$ cat src/rtl/xfer_pkg.sv
package xfer_pkg;
   localparam int BYTE_W = 8;
   typedef logic [BYTE_W-1:0] byte_t;
   localparam byte_t FILL_BYTE = '1;
   typedef enum logic {
      KIND_CODED = 1'b0,
      KIND_TIME  = 1'b1
   } st_kind_e;
endpackage

$ cat src/rtl/xfer_store_bank.sv
module xfer_store_bank
   import xfer_pkg::*;
#(
   parameter int NUM_BYTES = 13,
   localparam int ADDR_W = $clog2(NUM_BYTES),
   localparam int FLAT_W = NUM_BYTES * BYTE_W
) (
   input  logic              clk,
   input  logic              rst_n,
   input  logic              load,
   input  logic [FLAT_W-1:0] load_data,
   input  logic              refill,
   input  logic [ADDR_W-1:0] rd_addr,
   output byte_t             rd_byte
);
   logic [FLAT_W-1:0] bank_q;
   byte_t             bytes_v [NUM_BYTES];

   // A load wins over the refill when both land in one cycle.
   always_ff @(posedge clk or negedge rst_n) begin
      if (!rst_n) begin
         bank_q <= '1;
      end else if (load) begin
         bank_q <= load_data;
      end else if (refill) begin
         for (int i = 0; i < NUM_BYTES; i++) begin
            bank_q[i*BYTE_W +: BYTE_W] <= FILL_BYTE;
         end
      end
   end

   generate
      for (genvar g = 0; g < NUM_BYTES; g++) begin : g_slice
         assign bytes_v[g] = bank_q[g*BYTE_W +: BYTE_W];
      end
   endgenerate

   assign rd_byte = bytes_v[rd_addr];
endmodule

$ cat src/rtl/xfer_rd_ptr.sv
module xfer_rd_ptr #(
   parameter int NUM_BYTES = 13,
   localparam int ADDR_W = $clog2(NUM_BYTES),
   localparam bit POW2 = ((1 << ADDR_W) == NUM_BYTES)
) (
   input  logic              clk,
   input  logic              rst_n,
   input  logic              start,
   input  logic              adv,
   output logic [ADDR_W-1:0] addr
);
   localparam logic [ADDR_W-1:0] LAST = ADDR_W'(NUM_BYTES - 1);
   logic [ADDR_W-1:0] nxt;

   generate
      if (POW2) begin : g_natural
         assign nxt = addr + 1'b1;
      end else begin : g_cmp
         assign nxt = (addr == LAST) ? '0 : addr + 1'b1;
      end
   endgenerate

   always_ff @(posedge clk or negedge rst_n) begin
      if (!rst_n)     addr <= '0;
      else if (start) addr <= '0;
      else if (adv)   addr <= nxt;
   end
endmodule

$ cat src/rtl/xfer_status.sv
module xfer_status (
   input  logic clk,
   input  logic rst_n,
   input  logic mode_pkt,
   input  logic set_low,
   input  logic nack_rel,
   input  logic field_start,
   input  logic field_odd,
   input  logic line16_start,
   input  logic test_en,
   input  logic test_cs,
   output logic davn_st,
   output logic ehb_st,
   output logic davn_o,
   output logic ehb_o
);
   logic mode_rel;

   assign mode_rel = mode_pkt ? field_start : line16_start;

   always_ff @(posedge clk or negedge rst_n) begin
      if (!rst_n) begin
         davn_st <= 1'b1;
         ehb_st  <= 1'b0;
      end else begin
         if (set_low)                   davn_st <= 1'b0;
         else if (nack_rel || mode_rel) davn_st <= 1'b1;
         if (field_start)               ehb_st  <= field_odd;
      end
   end

   assign davn_o = test_en ? test_cs : davn_st;
   assign ehb_o  = test_en ? test_cs : ehb_st;
endmodule

$ cat src/rtl/xfer_reg_ctrl.sv
module xfer_reg_ctrl
   import xfer_pkg::*;
#(
   parameter int NUM_BYTES = 13,
   localparam int ADDR_W = $clog2(NUM_BYTES),
   localparam int FLAT_W = NUM_BYTES * BYTE_W
) (
   input  logic              clk,
   input  logic              rst_n,
   input  logic              mode_pkt,
   input  logic              st_valid,
   input  logic              st_kind,
   input  logic [FLAT_W-1:0] st_data,
   input  logic              field_start,
   input  logic              field_odd,
   input  logic              line16_start,
   input  logic              rd_active,
   input  logic              rd_start,
   input  logic              rd_adv,
   input  logic              rd_nack,
   output logic [7:0]        rd_data,
   input  logic              test_en,
   input  logic              test_cs,
   output logic              davn_o,
   output logic              ehb_o
);
   generate
      if (NUM_BYTES < 2 || NUM_BYTES > 256) begin : g_bad_depth
         $error("xfer_reg_ctrl: NUM_BYTES must lie in 2..256");
      end
   endgenerate

   logic              store_ok;
   logic              set_low;
   logic              rd_q;
   logic              rd_end;
   logic [ADDR_W-1:0] rd_addr;
   logic              davn_st;
   logic              ehb_st;

   assign store_ok = st_valid && !rd_active;
   assign set_low  = store_ok && (st_kind_e'(st_kind) == KIND_CODED);

   always_ff @(posedge clk or negedge rst_n) begin
      if (!rst_n) rd_q <= 1'b0;
      else        rd_q <= rd_active;
   end
   assign rd_end = rd_q && !rd_active;

   xfer_store_bank #(.NUM_BYTES(NUM_BYTES)) u_bank (
      .clk       (clk),
      .rst_n     (rst_n),
      .load      (store_ok),
      .load_data (st_data),
      .refill    (rd_end),
      .rd_addr   (rd_addr),
      .rd_byte   (rd_data)
   );

   xfer_rd_ptr #(.NUM_BYTES(NUM_BYTES)) u_ptr (
      .clk   (clk),
      .rst_n (rst_n),
      .start (rd_start),
      .adv   (rd_adv && rd_active),
      .addr  (rd_addr)
   );

   xfer_status u_stat (
      .clk          (clk),
      .rst_n        (rst_n),
      .mode_pkt     (mode_pkt),
      .set_low      (set_low),
      .nack_rel     (rd_nack && rd_active),
      .field_start  (field_start),
      .field_odd    (field_odd),
      .line16_start (line16_start),
      .test_en      (test_en),
      .test_cs      (test_cs),
      .davn_st      (davn_st),
      .ehb_st       (ehb_st),
      .davn_o       (davn_o),
      .ehb_o        (ehb_o)
   );
endmodule

$ cat config.mk
export PLATFORM = sky130hd
export DESIGN_NAME = xfer_reg_ctrl
export DESIGN_NICKNAME = d
export VERILOG_FILES = /design/src/rtl/xfer_pkg.sv /design/src/rtl/xfer_store_bank.sv /design/src/rtl/xfer_rd_ptr.sv /design/src/rtl/xfer_status.sv /design/src/rtl/xfer_reg_ctrl.sv
export SDC_FILE = /design/constraint.sdc
export NUM_CORES = 1
export LEC_CHECK = 0
export BUFFER_PORTS_ARGS = -buffer_cell sky130_fd_sc_hd__buf_4
export CORE_ASPECT_RATIO = 0.7
export CORE_MARGIN = 3
export CORE_UTILIZATION = 58
export CTS_BUF_LIST = sky130_fd_sc_hd__clkbuf_16
export DETAILED_ROUTE_END_ITERATION = 10
export PLACE_DENSITY = 0.94
export SYNTH_ARGS = -nofsm -noshare
export SYNTH_HDL_FRONTEND = slang
export SYNTH_HIERARCHICAL = 1
export SYNTH_SLANG_ARGS = --single-unit
$ cat constraint.sdc
create_clock -name clk -period 3.82 [get_ports clk]
set_input_delay 0.382 -clock clk [delete_from_list [all_inputs] [get_ports clk]]
set_output_delay 0.382 -clock clk [all_outputs]
set_load 0.005 [all_outputs]
* Word level (Yosys, flattened, before mapping) *
Index checks and enable logic that the tools add are counted.

word-level totals
  bits in registers = 111
  input bits = 118
  output and inout port bits = 10
  logic and storage cells = 33

operators by class
  add/sub/neg operators = 1
  order comparisons = 1
  eq/ne operators = 1
  multiplexer cells = 13
  bitwise logic cells = 2
  reductions and logical operators = 10

operator list
  cell                 number
  $mux 104             2
  $bmux 8 s4           1
  $mux 8               2
  $mux 4               3
  $reduce_bool 2->1    3
  $ge 5x5->1 const B   1
  $logic_and 1x1->1    5
  $mux 1               5
  $not 4->5            1
  $add 4x1->4 const B  1
  $eq 4x4->1 const B   1
  $logic_not 1->1      1
  $logic_or 1x1->1     1
  $not 1->1            1

* Logic depth before layout (Yosys ltp) *
Gate-level depths: netlist (run 1).

  word-level depth = 4
  mapped depth = 7

* By module *
Netlist (run 1), hierarchy kept.

by module, submodules not included
  module           times used  cells an instance  area each (um^2)  seq. area each (um^2)
  xfer_store_bank  1           552                5144.9            2732.6
  xfer_rd_ptr      1           23                 214.0             100.1
  xfer_status      1           12                 100.1             51.3
  xfer_reg_ctrl    1           6                  57.6              25.0

* Worst setup path after synthesis (run 1) *
OpenSTA, ideal clock, no wires.

  kind = flip-flop to output port
  from = register u_ptr.addr[0]
  to = output rd_data[4]
  arrival = 1.400 ns
  path slack = 2.038 ns
  stages on the path, launching flop included = 6
  cells stage by stage = dfrtp_1 buf_6 buf_12 mux4_2 o221ai_2 mux2i_1

between the ends
  cells in the longest elaborated chain, start to end = 4

RTL lines
  element                                    line                   RTL
  from (decl)                                xfer_rd_ptr.sv:10      output logic [ADDR_W-1:0] addr
  from (signal assigned)                     xfer_rd_ptr.sv:26      else if (adv) addr <= nxt;
  $not 4->5 (not written as such)            xfer_store_bank.sv:38  assign rd_byte = bytes_v[rd_addr];
  $bmux 8 s4                                 xfer_store_bank.sv:38
  $mux 8 (not written as such) (2 in a row)  xfer_store_bank.sv:38
  to (decl)                                  xfer_reg_ctrl.sv:21    output logic [7:0] rd_data,

No other way between the ends. The select of a mux whose other input is x is not followed.

* Worst setup path in the final report (run 1) *
  from = register u_ptr.addr[0]
  to = output rd_data[5]

The elaborated chain is that of the path after synthesis.

==> summary.md, run 1 <==
| Metric | Value |
|---|---|
| Outcome | `complete, no violations` |
| Initial antenna violation count | `0` |
| Fin. max-slew vios | `0` |
| Num Clock Sinks | `approximately 110` |
| Fin crit period | `about 3 ns` |
| Max FO, Critical Path | `29` |
| Complex-gate fraction of the synthesized area | `between 10% and 20%` |
| Ys flop type | `dfstp_2` |
| PD cells | `430 nW/um^2` |
| WL final | `14300 um` |
| Clock skew | `about 0.0048 ns` |
| Final core utilization | `about three quarters` |
| Bufs and invs on worst path | `2` |
| Final Hold Fails | `0` |
| Die H | `roughly 90 um` |
| Post-CTS Setup Bufs | `0` |
| CTS tree | `done` |
| Adder-Cell Fraction of Synth Area | `less than 1%` |
| WHS | `between 0.2 and 0.25 ns` |
| Max Freq | `approximately 330 MHz` |
| Mapped Nets | `about 710` |
| Maxcap violations | `0` |
| R2R cell count | `5` |
| Kind of end point of the critical path | `output pin` |
| Setup TNS | `0 ns` |
| Synth top cells by count | `110 x nor2_1, 109 x nand2_1, 109 x o21ai_0, 105 x dfstp_2, 30 x mux2i_1` |
| Relative slew margins | `around a third` |
| # DRC | `0` |
| Switch Pwr | `just under 800 uW` |
| Worst Path Arrival | `between 2 and 3 ns` |
| RSZ-0062 raised after global routing | `false` |
| Max stage delay on crit path | `just over 0.8 ns` |
| Top post-synthesis cells by area | `dfstp_2 50%, o21ai_0 9.9%, nor2_1 7.5%` |
| Post-CTS Hold Buffers | `0` |
| Top delay family on crit path | `flip-flops` |
| CP most frequent cell | `buf_4` |
| GP Congestion | `just over 0.9` |
| IO Pins | `128` |
| Largest net degree at the start of global routing | `between 200 and 250` |
| PortBufs | `roughly 130` |
| Htree depth | `3` |
| Final setup vio count | `0` |
| Layout cell share with drive strength beyond 1 | `39.2%` |
| Synth warnings | `6` |
| Mapped Area | `5520 um^2` |
| Clock slew at reported path FFs | `around 0.07 ns` |
| Via Count | `between 4000 and 5000` |
| Max VDD drop | `approximately 0.00028 V` |
| Most instantiated library cell after synthesis | `nor2_1` |
| Critical Path Source Type | `register` |
| Starting density of the core | `60.3%` |
| Internal power | `approximately 2100 uW` |
| Clock buffer count from CTS | `9` |
| Asr flop ratio synth | `100%` |
| Combinational Power Share | `approximately 17%` |
| Fill count | `about 670` |
| CP cell instances | `buf_4, nor3b_2, o2bb2ai_1, o21ai_0, o31ai_1, buf_4` |
| Netlist cell types | `35` |
| Total grt overflow | `0` |
| Hold Crit Class | `in2reg` |
| TritonRoute pass-1 iters | `5` |
| CP required | `around 3.4 ns` |
| #FFs+latches synth | `111` |
| Final Cycle Share | `approximately 78%` |
| Multi-input logic area | `around 2400 um^2` |
| Mean Syn Cell Area | `approximately 9.3 um^2` |
| Worst Tran Pin Value | `~1.0 ns` |
| Post-synth top area share | `50.0%` |
| Number of synthesized flops with an enable pin | `0` |
| Vias/cell | `5.74` |
| Sequential fraction of design power | `52.9%` |
| Sequential cell area | `about 2900 um^2` |
| Skew-Pair Late Insertion Delay | `roughly 0.35 ns` |
| Clock root cell | `clkbuf_16` |
| N_diodes | `0` |
| Hold Path Stages | `1` |
| Leak Pwr | `0.00272 uW` |
| Final net count | `about 810` |
| Die area | `roughly 11000 um^2` |
| Crit-path slowest cell | `dfrtp_2` |
| CTS Buffer Depth | `2` |
| Xor/xnor share of the synthesized area | `0%` |
| Area added between synthesis and finish | `21.9%` |
| Largest family of logic cells by synthesized area | `simple AND/OR/NAND/NOR gates` |
| Placement Rows | `29` |
| Vias in the first global route | `around 4300` |
| Drt first-iter violations | `a little under 700` |
| First-pass GRT wire length | `~22000 um` |
| DP HPWL | `about 10000 um` |
| Portion of netlist area occupied by mux cells | `roughly 11%` |
| Simple-gate share of the synthesized area | `between 10% and 20%` |
| Cell depth of the worst setup path | `6` |
| Sw frac | `between 20% and 30%` |
| DR WL/cell | `approximately 18 um` |
| Die Width | `about 120 um` |
| Gr usage total | `26.8%` |
| Largest area contributor in the netlist | `dfstp_2` |
| Total core area | `9140 um^2` |
| Routed Antenna Nets | `0` |
| Resize count post-CTS | `0` |
| Critical setup path kind | `reg2out` |
| Cells after Synth | `around 600` |
| Clock share of power | `between 30% and 40%` |
| Seq/Total Area, Yosys | `a little over half` |
==> layout make-up <==
type,instances,share of cell area (%)
clock buffer,9,3.35
inverter,4,0.223
tap,124,2.31
multi-input combinational,429,35.1
clock inverter,7,0.707
sequential,111,43.3
timing repair buffer,133,15.0
==> cells in the final DEF, fill, tap and decap left out, types with 4 or more instances in the layout <==
master / Yosys / final
nand3_1: 8 / 8
a21oi_1: 12 / 12
o21ai_0: 109 / 109
o221ai_1: 5 / 5
o32ai_1: 6 / 6
nor3_1: 4 / 4
mux4_1: 5 / 5
mux2i_1: 30 / 30
dfrtp_1: 6 / 5
inv_1: 3 / 4
nand2_1: 109 / 109
clkbuf_16: 0 / 9
mux2_2: 10 / 10
dfstp_2: 105 / 105
buf_4: 3 / 132
nor2_1: 110 / 110
==> through the flow <==
stage	std cells	setup slack, ns	power (uW)	instance area, um^2
3_3_place_gp	801	1.30	2000	6450
4_1_cts	817	0.866	2900	6730
5_1_grt	817	0.683	3020	6730
3_5_place_dp	801	1.25	2030	6450
2_1_floorplan	593	2.04	1780	5520
6_report	817	0.827	2890	6730
==> registers in the layout (all words and copies together), names as in the netlist <==
signal          cells
rd_q                1
u_stat/ehb_st       1
u_bank/bank_q     104
u_ptr/addr          4
u_stat/davn_st      1
==> final timing paths <==
kind                                from           endpoint  slack (ns)
max reg2reg                u_ptr/addr[0]      u_ptr/addr[3]        1.98
max                        u_ptr/addr[0]         rd_data[5]        0.83
max in group asynchronous          rst_n  u_bank/bank_q[46]        2.63
min in group asynchronous          rst_n      u_ptr/addr[1]        0.22
min                            rd_active               rd_q        0.21
min reg2reg                u_stat/ehb_st      u_stat/ehb_st        0.53
==> kinds of logic (layout without fill, tap and decap cells) <==
family	count (synthesis)	after routing
buffers and inverters	53	153
and+or+nand+nor	240	240
adders and majority gates	2	2
DFF	111	111
AOI/OAI and AO/OA	139	139
muxes	48	48
==> power by group through the flow <==
stage	registers, uW	clock network (uW)	logic (uW)
after detailed placement	1540	0	486
after global placement	1530	0	464
after global routing	1540	933	547
final	1530	869	491
after floorplan	1490	0	290
after CTS	1530	883	490
==> routing by layer <==
layer	GRT usage, %	vias up	share of wire [%]
li1	-	2191	-
met1	39.1	2265	43
met5	0	-	0
met3	6.33	16	8.0
met4	6.30	0	1.2
met2	41.4	221	48
Note: power is estimated with default switching activity, not from simulation.
==> inputs of run 2 (changes only) <==
--- a/config.mk
+++ b/config.mk
@@ -8,10 +8,10 @@
 export BUFFER_PORTS_ARGS = -buffer_cell sky130_fd_sc_hd__buf_4
 export CORE_ASPECT_RATIO = 0.7
 export CORE_MARGIN = 3
-export CORE_UTILIZATION = 58
+export CORE_UTILIZATION = 54
 export CTS_BUF_LIST = sky130_fd_sc_hd__clkbuf_16
 export DETAILED_ROUTE_END_ITERATION = 10
-export PLACE_DENSITY = 0.94
+export PLACE_DENSITY = 0.89
 export SYNTH_ARGS = -nofsm -noshare
 export SYNTH_HDL_FRONTEND = slang
 export SYNTH_HIERARCHICAL = 1
==> constraint.sdc (replaced) <==
create_clock -name clk -period 2.8 [get_ports clk]
set_input_delay 0.28 -clock clk [delete_from_list [all_inputs] [get_ports clk]]
set_output_delay 0.28 -clock clk [all_outputs]
set_load 0.005 [all_outputs]
==> run 2 against run 1 <==
  * First-iteration DRC count is 32% lower
  * Clock skew is 0.0024 ns higher
  * Global-route usage fell by 0.35 points
  * Sequential power up 37%
  * Via count is 0.11% higher
  * Die area grew 7.0%
  * Setup slack worse by 0.52 ns
  * Routed wire length rose by 3.6%
  * Critical endpoint is now rd_data[4]
  * Final cell count is 1.3% higher
  * Register-to-register slack got worse by 0.88 ns
  * Clock power up 50%
==> summary.md, run 2 (synthesis results as in run 1) <==
| Metric | Value |
|---|---|
| Critical Path Source Type | `register` |
| Fin crit period | `2.49 ns` |
| FF-to-FF End | `u_ptr/addr[3]` |
| Final core utilization | `a little over two thirds` |
| Fin. max-slew vios | `0` |
| Maxcap violations | `0` |
| Final setup vio count | `0` |
| Area added between synthesis and finish | `24.6%` |
| Max VDD drop | `roughly 0.00034 V` |
| Setup TNS | `0 ns` |
| First-pass GRT wire length | `24000 um` |
| Clock buffer count from CTS | `9` |
| Pre-CTS setup slack | `0.574 ns` |
| DP HPWL | `roughly 11000 um` |
| Largest Register | `u_bank/bank_q` |
| Worst Path Arrival | `around 2.2 ns` |
| Crit path capture | `rd_data[4]` |
| Drt first-iter violations | `between 400 and 500` |
| Worst reg2reg setup slack | `between 1 and 1.5 ns` |
| Starting density of the core | `a little under three fifths` |
| Outcome | `complete, no violations` |
| Biggest regs | `u_bank/bank_q (104), u_ptr/addr (4)` |
| Worst reg2reg startpoint | `u_ptr/addr[1]` |
| Routed Antenna Nets | `0` |
| Relative slew margins | `46.0%` |
| RSZ-0062 raised after global routing | `false` |
| Max reg flops | `104` |
| Die Width | `approximately 130 um` |
| Layout cell share with drive strength beyond 1 | `between 30 and 40%` |
| Kind of end point of the critical path | `output pin` |
| GP Congestion | `between 0.8 and 0.9` |
| Clock slew at reported path FFs | `0.08 ns` |
| Placement Rows | `30` |
| N_diodes | `0` |
| WL final | `14800 um` |
| Hold Crit Class | `in2reg` |
| CTS tree | `done` |
| Skew-Pair Late Insertion Delay | `roughly 0.36 ns` |
| Vias in the first global route | `~4700` |
| Commonest non-fill, non-tap cell in the layout | `buf_4` |
| CP Launch Point | `u_ptr/addr[2]` |
| Largest net degree at the start of global routing | `around 110` |
| CTS Buffer Depth | `2` |
| Vias/cell | `roughly 5.7` |
| Most frequent cells in the layout | `134 x buf_4, 110 x nor2_1, 109 x nand2_1, 109 x o21ai_0, 105 x dfstp_2` |
| Hold wc startpoint | `rd_active` |
| PD cells | `slightly below 600 nW/um^2` |
| Leak Pwr | `0.00278 uW` |
| DR WL/cell | `17.9 um` |
| Routed length on met3 | `about 1100 um` |
| Placed Instances | `between 800 and 900` |
| Clock root cell | `clkbuf_16` |
| Final Hold Fails | `0` |
| TritonRoute pass-1 iters | `6` |
| Clock skew | `roughly 0.0071 ns` |
| M1 WL | `about 6500 um` |
| DR top layer | `met4` |
| Met2 routed WL | `~7000 um` |
| Htree depth | `3` |
| Die H | `just over 90 um` |
| Total grt overflow | `0` |
| R2R cell count | `4` |
| Final net count | `815` |
| # DRC | `0` |
| Die area | `roughly 11000 um^2` |
| Num Clock Sinks | `around 110` |
| Final Cycle Share | `roughly nine tenths` |
| Via Count | `~4700` |
| Post-CTS Setup Bufs | `0` |
| Gr usage total | `between 20% and 30%` |
| Initial antenna violation count | `0` |
| Final WS setup | `0.306 ns` |
| Max FO, Critical Path | `21` |
| Worst Tran Pin Value | `around 0.81 ns` |
| IO Pins | `128` |
| PortBufs | `127` |
| Critical setup path kind | `reg2out` |
| Max Freq | `401 MHz` |
| Cell Area, Placed | `approximately 6600 um^2` |
| Non-Filler Instances | `between 800 and 900` |
| CP required | `around 2.5 ns` |
| Total core area | `a little under 10000 um^2` |
| Final instance area | `slightly below 7000 um^2` |
run 2: cell types whose count changed in the layout (fill, tap and decap cells not counted), sizes merged:
| cell | before | now |
|---|---|---|
| buf | 133 | 139 |
| clkinvlp | 1 | 0 |
| dlygate4sd3 | 0 | 1 |
| inv | 7 | 8 |
run 2: per-stage QoR:
step / hold slack [ns] / total power (uW)
after floorplan: -0.0156 / 2420
after global placement: 0.333 / 2750
after detailed placement: 0.340 / 2790
after CTS: 0.0953 / 4100
after global routing: 0.100 / 4280
final: 0.105 / 4080
run 2: worst max-delay path, cell delays in order (launching register included):
cell	delay, ns
dfrtp_1	0.54
buf_4	0.36
mux2i_1	0.34
o32ai_1	0.12
a21oi_1	0.21
mux2i_1	0.12
buf_4	0.16
run 2: timing repair:
action	CTS	global route
resized for setup	0	1
hold buffers	1	0
setup endpoints to repair	0	1
hold endpoints to repair	6	0
run 2: power breakdown:
group | internal, uW | switching (uW) | leakage (uW)
registers | 1940 | 158 | 0.00118
clock network | 644 | 657 | 0.000151
logic | 349 | 334 | 0.00145
total | 2930 | 1150 | 0.00278
run 2: layout make-up:
cell class	instances	area, um^2
fillers	721	2960
flip-flops and latches	111	2910
multi-input cells	429	2360
repair buffers	140	1120
clock buffers	9	225
well taps	128	160
clock inverters	7	83.8
inverters	4	15.0
run 2: worst min-delay path by stage:
stage,end,slack [ns],cells after the start
after global placement,u_stat/ehb_st,0.33,1
after global routing,rd_q,0.10,1
after CTS,rd_q,0.1,1
final,rd_q,0.10,1
after detailed placement,u_stat/ehb_st,0.34,1
after floorplan,rd_q,-0.02,0
run 2: metal layers:
layer | GRT usage (%) | up-vias
li1 | - | 2207
met4 | 7.95 | 0
met2 | 40.0 | 224
met3 | 6.91 | 33
met5 | 0 | -
met1 | 37.8 | 2234
